<file path="config.mk">
export PLATFORM = sky130hd
export DESIGN_NAME = nand_ctrl_front
export DESIGN_NICKNAME = d
export VERILOG_FILES = /design/src/rtl/nfc_pkg.sv /design/src/rtl/nfc_wbuf.sv /design/src/rtl/nfc_pin_seq.sv /design/src/rtl/nfc_rb_sync.sv /design/src/rtl/nand_ctrl_front.sv
export SDC_FILE = /design/constraint.sdc
export NUM_CORES = 1
export LEC_CHECK = 0
export ABC_CLOCK_PERIOD_IN_PS = 6800
export BUFFER_PORTS_ARGS = -buffer_cell sky130_fd_sc_hd__buf_4
export CAP_MARGIN = 15
export CORE_MARGIN = 2
export CORE_UTILIZATION = 62
export DETAILED_ROUTE_END_ITERATION = 12
export PLACE_DENSITY = 0.85
export SYNTH_ARGS = -nofsm -noshare
export SYNTH_HDL_FRONTEND = slang
export SYNTH_SLANG_ARGS = --single-unit
</file>
<file path="constraint.sdc">
create_clock -name clk -period 6.8 [get_ports clk]
set_clock_uncertainty 0.2 [all_clocks]
set_input_delay 1.36 -clock clk [delete_from_list [all_inputs] [get_ports clk]]
set_output_delay 1.36 -clock clk [all_outputs]
set_load 0.05 [all_outputs]
</file>
<file path="src/rtl/nfc_pkg.sv">
package nfc_pkg;

   typedef enum logic [1:0] {
      OP_CMD  = 2'd0,
      OP_ADDR = 2'd1,
      OP_DATA = 2'd2,
      OP_READ = 2'd3
   } nfc_op_e;

   localparam logic [3:0] A_CTRL  = 4'd0;
   localparam logic [3:0] A_STAT  = 4'd1;
   localparam logic [3:0] A_IRQ   = 4'd2;
   localparam logic [3:0] A_RST   = 4'd3;
   localparam logic [3:0] A_PAGE  = 4'd4;
   localparam logic [3:0] A_CMD   = 4'd5;
   localparam logic [3:0] A_ADDR  = 4'd6;
   localparam logic [3:0] A_DWR   = 4'd7;
   localparam logic [3:0] A_DRD   = 4'd8;
   localparam logic [3:0] A_RDATA = 4'd9;

   localparam int FLAG_N = 5;

endpackage

</file>
<file path="src/rtl/nfc_wbuf.sv">
module nfc_wbuf #(
   parameter int DEPTH = 4,
   parameter int W     = 18
) (
   input  logic         clk,
   input  logic         rst_n,
   input  logic         push,
   input  logic         pop,
   input  logic [W-1:0] din,
   output logic [W-1:0] dout,
   output logic         full,
   output logic         empty
);
   localparam int PW = (DEPTH > 1) ? $clog2(DEPTH) : 1;
   localparam int CW = $clog2(DEPTH + 1);

   generate
      if (DEPTH < 2 || (DEPTH & (DEPTH - 1)) != 0) begin : g_bad_depth
         $error("nfc_wbuf: DEPTH must be a power of two of at least 2");
      end
   endgenerate

   logic [W-1:0]  mem [DEPTH];
   logic [PW-1:0] wp, rp;
   logic [CW-1:0] cnt;

   assign full  = (cnt == CW'(DEPTH));
   assign empty = (cnt == '0);
   assign dout  = mem[rp];

   always_ff @(posedge clk) begin
      if (push) mem[wp] <= din;
   end

   always_ff @(posedge clk or negedge rst_n) begin
      if (!rst_n) begin
         wp  <= '0;
         rp  <= '0;
         cnt <= '0;
      end else begin
         if (push) wp <= wp + 1'b1;
         if (pop)  rp <= rp + 1'b1;
         case ({push, pop})
            2'b10:   cnt <= cnt + 1'b1;
            2'b01:   cnt <= cnt - 1'b1;
            default: cnt <= cnt;
         endcase
      end
   end


   wbuf_bound_chk: assert property (@(posedge clk) disable iff (!rst_n)
      push |-> (!full || pop));

   wbuf_pop_chk: assert property (@(posedge clk) disable iff (!rst_n)
      pop |-> !empty);

endmodule

</file>
<file path="src/rtl/nfc_pin_seq.sv">
module nfc_pin_seq
   import nfc_pkg::*;
#(
   parameter int DQ_W  = 16,
   parameter int DLY_W = 4
) (
   input  logic             clk,
   input  logic             rst_n,
   input  logic             start,
   input  nfc_op_e          op,
   input  logic [DQ_W-1:0]  wdata,
   input  logic             wide,
   input  logic [DLY_W-1:0] wr_dly,
   input  logic [DLY_W-1:0] rd_dly,
   output logic             busy,
   output logic             done,
   output nfc_op_e          done_op,
   output logic [DQ_W-1:0]  done_word,
   output logic             nand_cle,
   output logic             nand_ale,
   output logic             nand_we_n,
   output logic             nand_re_n,
   output logic [DQ_W-1:0]  nand_dq_o,
   output logic             nand_dq_oe,
   input  logic [DQ_W-1:0]  nand_dq_i
);
   typedef enum logic [1:0] {S_IDLE, S_LOW, S_HIGH} seq_st_e;

   seq_st_e          state;
   nfc_op_e          op_q;
   logic [DQ_W-1:0]  word_q, rd_q;
   logic [DLY_W-1:0] cnt;
   logic [DQ_W-1:0]  byte_out, data_out, in_fmt;

   generate
      if (DQ_W > 8) begin : g_wide_bus
         assign byte_out = {{(DQ_W-8){1'b0}}, wdata[7:0]};
         assign data_out = wide ? wdata : byte_out;
         assign in_fmt   = wide ? nand_dq_i : {{(DQ_W-8){1'b0}}, nand_dq_i[7:0]};
      end else begin : g_byte_bus
         logic unused_wide;
         assign unused_wide = wide;
         assign byte_out = wdata;
         assign data_out = wdata;
         assign in_fmt   = nand_dq_i;
      end
   endgenerate

   always_ff @(posedge clk or negedge rst_n) begin
      if (!rst_n) begin
         state  <= S_IDLE;
         op_q   <= OP_CMD;
         word_q <= '0;
         rd_q   <= '0;
         cnt    <= '0;
      end else begin
         case (state)
            S_IDLE: if (start) begin
               state  <= S_LOW;
               op_q   <= op;
               word_q <= (op == OP_DATA) ? data_out : byte_out;
               cnt    <= (op == OP_READ) ? rd_dly : wr_dly;
            end
            S_LOW: begin
               if (cnt == '0) begin
                  state <= S_HIGH;
                  if (op_q == OP_READ) rd_q <= in_fmt;
               end else begin
                  cnt <= cnt - 1'b1;
               end
            end
            S_HIGH:  state <= S_IDLE;
            default: state <= S_IDLE;
         endcase
      end
   end

   assign busy       = (state != S_IDLE);
   assign done       = (state == S_HIGH);
   assign done_op    = op_q;
   assign done_word  = (op_q == OP_READ) ? rd_q : word_q;
   assign nand_we_n  = !((state == S_LOW) && (op_q != OP_READ));
   assign nand_re_n  = !((state == S_LOW) && (op_q == OP_READ));
   assign nand_cle   = busy && (op_q == OP_CMD);
   assign nand_ale   = busy && (op_q == OP_ADDR);
   assign nand_dq_oe = busy && (op_q != OP_READ);
   assign nand_dq_o  = word_q;


   strobe_width_chk: assert property (@(posedge clk) disable iff (!rst_n)
      $fell(nand_we_n) |-> (cnt == $past(wr_dly)));

   strobe_gap_chk: assert property (@(posedge clk) disable iff (!rst_n)
      (state == S_HIGH) |=> (nand_we_n && nand_re_n));

endmodule

</file>
<file path="src/rtl/nfc_rb_sync.sv">
module nfc_rb_sync #(
   parameter int STAGES = 2
) (
   input  logic clk,
   input  logic rst_n,
   input  logic rb_pin,
   output logic rb_level,
   output logic rb_rise
);
   generate
      if (STAGES < 2) begin : g_bad_stages
         $error("nfc_rb_sync: STAGES must be at least 2");
      end
   endgenerate

   logic [STAGES-1:0] chain;
   logic              prev;

   always_ff @(posedge clk or negedge rst_n) begin
      if (!rst_n) begin
         chain <= '0;
         prev  <= 1'b0;
      end else begin
         chain <= {chain[STAGES-2:0], rb_pin};
         prev  <= chain[STAGES-1];
      end
   end

   assign rb_level = chain[STAGES-1];
   assign rb_rise  = chain[STAGES-1] && !prev;

endmodule

</file>
<file path="src/rtl/nand_ctrl_front.sv">
module nand_ctrl_front
   import nfc_pkg::*;
#(
   parameter int DQ_W       = 16,
   parameter int WBUF_DEPTH = 4,
   parameter int DLY_W      = 4,
   parameter int SECT_BIG   = 512,
   parameter int RB_STAGES  = 2
) (
   input  logic            clk,
   input  logic            rst_n,
   input  logic            reg_wr,
   input  logic [3:0]      reg_addr,
   input  logic [15:0]     reg_wdata,
   output logic [15:0]     reg_rdata,
   output logic            nand_cle,
   output logic            nand_ale,
   output logic            nand_we_n,
   output logic            nand_re_n,
   output logic [DQ_W-1:0] nand_dq_o,
   output logic            nand_dq_oe,
   input  logic [DQ_W-1:0] nand_dq_i,
   input  logic            nand_rb,
   output logic            ecc_clr,
   output logic            ecc_valid,
   output logic [DQ_W-1:0] ecc_word
);
   localparam int REG_W = 16;
   localparam int ENT_W = 2 + DQ_W;
   localparam int CNT_W = $clog2(SECT_BIG) + 1;
   localparam int RD_LO = 2;
   localparam int WR_LO = 2 + DLY_W;

   generate
      if (DQ_W != 8 && DQ_W != 16) begin : g_bad_width
         $error("nand_ctrl_front: DQ_W must be 8 or 16");
      end
      if (WR_LO + DLY_W > REG_W) begin : g_bad_dly
         $error("nand_ctrl_front: delay fields do not fit the control register");
      end
   endgenerate

   // control state
   logic             pg512, wide, wide_in;
   logic [DLY_W-1:0] rd_dly, wr_dly;
   logic [FLAG_N-1:0] irq, irq_set, irq_clr;
   logic             rst_pend, pg_rd, pg_wr, auto_q, empty_q;
   logic [CNT_W-1:0] pg_cnt, sect_full, sect_last;
   logic [DQ_W-1:0]  rd_reg;

   // write buffer
   logic             push_req, push_ok, ovf, pop, wb_full, wb_empty;
   logic [ENT_W-1:0] wb_din, wb_dout;
   nfc_op_e          push_op;

   // pin sequencer
   logic             seq_start, seq_busy, seq_done, auto_go;
   nfc_op_e          seq_op, done_op;
   logic [DQ_W-1:0]  done_word;
   logic             page_beat, page_end, man_rd;
   logic             rb_level, rb_rise;

   generate
      if (DQ_W > 8) begin : g_sel_wide
         assign wide_in = reg_wdata[1];
      end else begin : g_fix_narrow
         assign wide_in = 1'b0;
      end
   endgenerate

   always_comb begin
      push_req = 1'b0;
      push_op  = OP_DATA;
      if (reg_wr) begin
         case (reg_addr)
            A_CMD:   begin push_req = 1'b1; push_op = OP_CMD;  end
            A_ADDR:  begin push_req = 1'b1; push_op = OP_ADDR; end
            A_DWR:   begin push_req = 1'b1; push_op = OP_DATA; end
            A_DRD:   begin push_req = 1'b1; push_op = OP_READ; end
            default: ;
         endcase
      end
   end

   assign pop       = !seq_busy && !wb_empty;
   assign push_ok   = push_req && (!wb_full || pop);
   assign ovf       = push_req && wb_full && !pop;
   assign wb_din    = {push_op, reg_wdata[DQ_W-1:0]};
   assign auto_go   = !seq_busy && wb_empty && pg_rd && !rst_pend;
   assign seq_start = pop || auto_go;
   assign seq_op    = pop ? nfc_op_e'(wb_dout[ENT_W-1 -: 2]) : OP_READ;

   nfc_wbuf #(.DEPTH(WBUF_DEPTH), .W(ENT_W)) u_wbuf (
      .clk(clk), .rst_n(rst_n), .push(push_ok), .pop(pop), .din(wb_din),
      .dout(wb_dout), .full(wb_full), .empty(wb_empty)
   );

   nfc_pin_seq #(.DQ_W(DQ_W), .DLY_W(DLY_W)) u_seq (
      .clk(clk), .rst_n(rst_n), .start(seq_start), .op(seq_op),
      .wdata(wb_dout[DQ_W-1:0]), .wide(wide), .wr_dly(wr_dly), .rd_dly(rd_dly),
      .busy(seq_busy), .done(seq_done), .done_op(done_op), .done_word(done_word),
      .nand_cle(nand_cle), .nand_ale(nand_ale), .nand_we_n(nand_we_n),
      .nand_re_n(nand_re_n), .nand_dq_o(nand_dq_o), .nand_dq_oe(nand_dq_oe),
      .nand_dq_i(nand_dq_i)
   );

   nfc_rb_sync #(.STAGES(RB_STAGES)) u_rb (
      .clk(clk), .rst_n(rst_n), .rb_pin(nand_rb), .rb_level(rb_level), .rb_rise(rb_rise)
   );

   // section bookkeeping
   assign sect_full = pg512 ? CNT_W'(SECT_BIG) : CNT_W'(SECT_BIG / 2);
   assign sect_last = (sect_full >> wide) - 1'b1;
   assign page_beat = seq_done && (((done_op == OP_READ) && auto_q) ||
                                   ((done_op == OP_DATA) && pg_wr));
   assign page_end  = page_beat && (pg_cnt == sect_last);
   assign man_rd    = seq_done && (done_op == OP_READ) && !auto_q;
   assign ecc_clr   = rst_pend && !seq_busy;
   assign ecc_valid = page_beat;
   assign ecc_word  = done_word;

   assign irq_set = {page_end && (done_op == OP_DATA), man_rd,
                     wb_empty && !empty_q, ovf, rb_rise};
   assign irq_clr = (reg_wr && reg_addr == A_IRQ) ? reg_wdata[FLAG_N-1:0] : '0;

   always_ff @(posedge clk or negedge rst_n) begin
      if (!rst_n) begin
         pg512    <= 1'b0;
         wide     <= 1'b0;
         rd_dly   <= '0;
         wr_dly   <= '0;
         irq      <= '0;
         rst_pend <= 1'b0;
         pg_rd    <= 1'b0;
         pg_wr    <= 1'b0;
         pg_cnt   <= '0;
         rd_reg   <= '0;
         auto_q   <= 1'b0;
         empty_q  <= 1'b1;
      end else begin
         empty_q <= wb_empty;
         irq     <= (irq & ~irq_clr) | irq_set;
         if (seq_start) auto_q <= !pop;
         if (man_rd)    rd_reg <= done_word;

         if (reg_wr && reg_addr == A_CTRL) begin
            pg512  <= reg_wdata[0];
            wide   <= wide_in;
            rd_dly <= reg_wdata[RD_LO +: DLY_W];
            wr_dly <= reg_wdata[WR_LO +: DLY_W];
         end

         if (reg_wr && reg_addr == A_RST && reg_wdata[0]) rst_pend <= 1'b1;
         else if (!seq_busy)                              rst_pend <= 1'b0;

         if (reg_wr && reg_addr == A_PAGE && !pg_rd && !pg_wr) begin
            if (reg_wdata[0]) begin
               pg_rd  <= 1'b1;
               pg_cnt <= '0;
            end else if (reg_wdata[1]) begin
               pg_wr  <= 1'b1;
               pg_cnt <= '0;
            end
         end else if (page_end) begin
            pg_cnt <= '0;
            if (done_op == OP_READ) pg_rd <= 1'b0;
            else                    pg_wr <= 1'b0;
         end else if (page_beat) begin
            pg_cnt <= pg_cnt + 1'b1;
         end else if (ecc_clr) begin
            pg_cnt <= '0;
         end
      end
   end

   always_comb begin
      reg_rdata = '0;
      case (reg_addr)
         A_CTRL: begin
            reg_rdata[0]              = pg512;
            reg_rdata[1]              = wide;
            reg_rdata[RD_LO +: DLY_W] = rd_dly;
            reg_rdata[WR_LO +: DLY_W] = wr_dly;
         end
         A_STAT:  reg_rdata[FLAG_N-1:0] = {wb_empty, pg_rd, pg_wr, wb_full, rb_level};
         A_IRQ:   reg_rdata[FLAG_N-1:0] = irq;
         A_RST:   reg_rdata[0] = rst_pend;
         A_RDATA: reg_rdata[DQ_W-1:0] = rd_reg;
         default: reg_rdata = '0;
      endcase
   end


   ovf_flag_chk: assert property (@(posedge clk) disable iff (!rst_n)
      (push_req && wb_full && !pop) |=> irq[1]);

   rd_flag_chk: assert property (@(posedge clk) disable iff (!rst_n)
      man_rd |=> irq[3]);

   rst_clear_chk: assert property (@(posedge clk) disable iff (!rst_n)
      (rst_pend && !seq_busy && !(reg_wr && reg_addr == A_RST)) |=> !rst_pend);

   pg_excl_chk: assert property (@(posedge clk) disable iff (!rst_n)
      !(pg_rd && pg_wr));

   auto_idle_chk: assert property (@(posedge clk) disable iff (!rst_n)
      (ecc_valid && done_op == OP_READ) |-> pg_rd);

endmodule

</file>
==> out/qor.yml <==
synthesis.area_sq_um: 7450
cp_top_family: "simple AND/OR/NAND/NOR gates"
grt_pass1_wl_microns: 27400
yosys-top-cells-area: "dfrtp_1 32%, edfxtp_1 29%, mux2_2 7.4%"
clock_latency_ns: 0.43
drv_slew: 0
synth_edf_count: 72
whs_path_depth: 0
synthArstFlopShare_pct: 57.1
path_class: "input port to primary output"
port_buffers: 94
cts_buffers: 17
post_cts_buffers: 0
cts_tree: "built"
cts_hold_buf: 0
core-area_sq_um: 11900
ff2ff_setup_slack_ns: 4.01
drt_iter0_markers: 437
grt_pass1_vias: 4999
io_pins: 95
status: "finished clean"
yosysTopAreaCell: "dfrtp_1"
num_vias: 5026
cp.arrival_ns: 2.91
grt.total_usage_pct: 28.3
grt-ovfl-total: 0
fin_tns_setup_ns: 0
leakage_uw: 0.00370
clk_pin_slew_ns: 0.06
crit_fanout: 16
ys.flop_type: "dfrtp_1"
synth_top_area_share_pct: 31.9
dr.pass1.iters: 5
ys_ff_latch: 168
die_x_microns: 114
vdd_drop_max_mv: 0.230
worstPathCellList: "buf_4 -> or2_2 -> nor2b_1 -> a22o_1 -> buf_4"
drc: 0
start_util_pct: 62.8
cts_num_sinks: 168
crit_path_end_kind: "primary output"
max_freq_ghz: 0.224
path_buf_inv: 2
nNetsFinal: 703
rsz0062_at_grt: "no"
cp_slowest_stage_delay_ns: 0.56
relSlewSlack_pct: 30.6
viasPerCell: 6.16
largest_reg_flops: 72
synth_cell_types: 60
num_rows: 40
min_period_ns: 4.47
rr_endpoint: "u_wbuf.cnt[2]"
antenna_found_initial: 0
routedWlPerCell_microns: 21.0
routed_wl_microns: 17200
setup_viol: 0
worst_setup_path_start_kind: "input port"
most-common-layout-cells: "97 x buf_4, 95 x dfrtp_1, 72 x edfxtp_1, 71 x nand2_1, 49 x mux2_2"
cts_resized: 0
reg2regPathDepth: 7
maxCapViolCount: 0
htree_num_levels: 4
cts_buffer_depth: 2
die_h_microns: 114
fin_hold_ws_ns: 0.148
ant_nets: 0
avgSynthCellArea_sq_um: 13.2
worstMarginPinSlew_ns: 1.04
final-hold-violation-count: 0
path_common_cell: "buf_4"
grt_max_degree: 63
crit_cells: 5
hpwl_microns: 11600
cts_root_buf: "clkbuf_16"
power_uw: 3940
syn_nets: 613
die_area_sq_um: 12900
drive_gt1_share_pct: 31.1
hold_class: "flop to flop"
top_register: "u_wbuf.mem"
diodes: 0
reg2reg_from: "u_wbuf.cnt[1]"
critPathRequiredTime_ns: 5.24
period_share_pct: 65.8
p_per_area_nw_per_um2: 447
cp-startpoint: "reg_addr[1]"
ys_seq_area_share_pct: 61.3
final_common_cell: "buf_4"
ys_warn_count: 0
crit_path_end: "reg_rdata[0]"
syn_to_final_growth_pct: 18.4
syn_inst: 566
gp_congestion: 0.863
cp_slowest_cell: "nor2b_1"
[cell families (layout without fill, tap and decap cells)]
family | Yosys count | count (layout) | share of synthesized area, %
buf+inv | 50 | 153 | 3.02
mux | 75 | 75 | 14.2
simple gates | 165 | 165 | 11.2
compound gates | 95 | 95 | 8.27
xor+xnor | 6 | 6 | 0.706
fa+ha+maj | 7 | 7 | 1.28
flops | 168 | 168 | 61.3
[power breakdown]
group / internal [uW] / total [uW] / leakage, uW / switching (uW)
combinational: 562 / 1500 / 0.00156 / 937
clock: 549 / 966 / 0.000282 / 418
sequential: 1270 / 1480 / 0.00186 / 209
[worst register-to-register path, stage by stage, from the launching register on]
cell and delay (ns):
dfrtp_1 0.44, or3_1 0.48, nand2_1 0.40, a21oi_1 0.15, fa_1 0.45, a211oi_1 0.28, a31oi_1 0.13, xnor2_1 0.16
[area by class of cell]
class                   instances  area, sq um
fillers                       733         3050
clock buffers                  17          425
clock inverters                15          166
flip-flops and latches        168         4570
inverters                      24         90.1
multi-input cells             348         2660
well taps                     147          184
repair buffers                 97          728
[how the worst min path moves through the flow]
stage / start / to
floorplan: u_rb.chain[0] / u_rb.chain[1]
global placement: u_rb.chain[0] / u_rb.chain[1]
detailed placement: u_rb.chain[0] / u_rb.chain[1]
CTS: u_rb.chain[0] / u_rb.chain[1]
global route: u_rb.chain[0] / u_rb.chain[1]
finish: u_rb.chain[0] / u_rb.chain[1]
[synthesized netlist by cell type, drive strengths merged (6+ instances only)]
cell / n
a21oi: 11
a22oi: 7
a31oi: 9
and2: 14
buf: 16
clkbuf: 10
dfrtp: 95
edfxtp: 72
ha: 6
inv: 24
mux2: 50
mux2i: 6
mux4: 19
nand2: 71
nand2b: 9
nand3: 14
nor2: 25
o21ai: 40
[layer usage]
metal | vias up | wire [microns] | track usage, %
met4 | 0 | 308 | 9.02
met5 | - | 0 | 0
met3 | 25 | 1100 | 6.54
met2 | 210 | 8330 | 44.0
met1 | 2551 | 7430 | 40.5
li1 | 2240 | - | -
[per-stage QoR]
stage	std cells	instance area, sq um	setup slack, ns	util, %
5_1_grt	816	8810	2.19	74.3
3_3_place_gp	784	8220	2.35	69.3
6_report	816	8810	2.33	74.3
2_1_floorplan	566	7450	2.37	-
4_1_cts	816	8810	2.31	74.3
3_5_place_dp	784	8220	2.31	69.3
(Power assumes the default switching activity.)
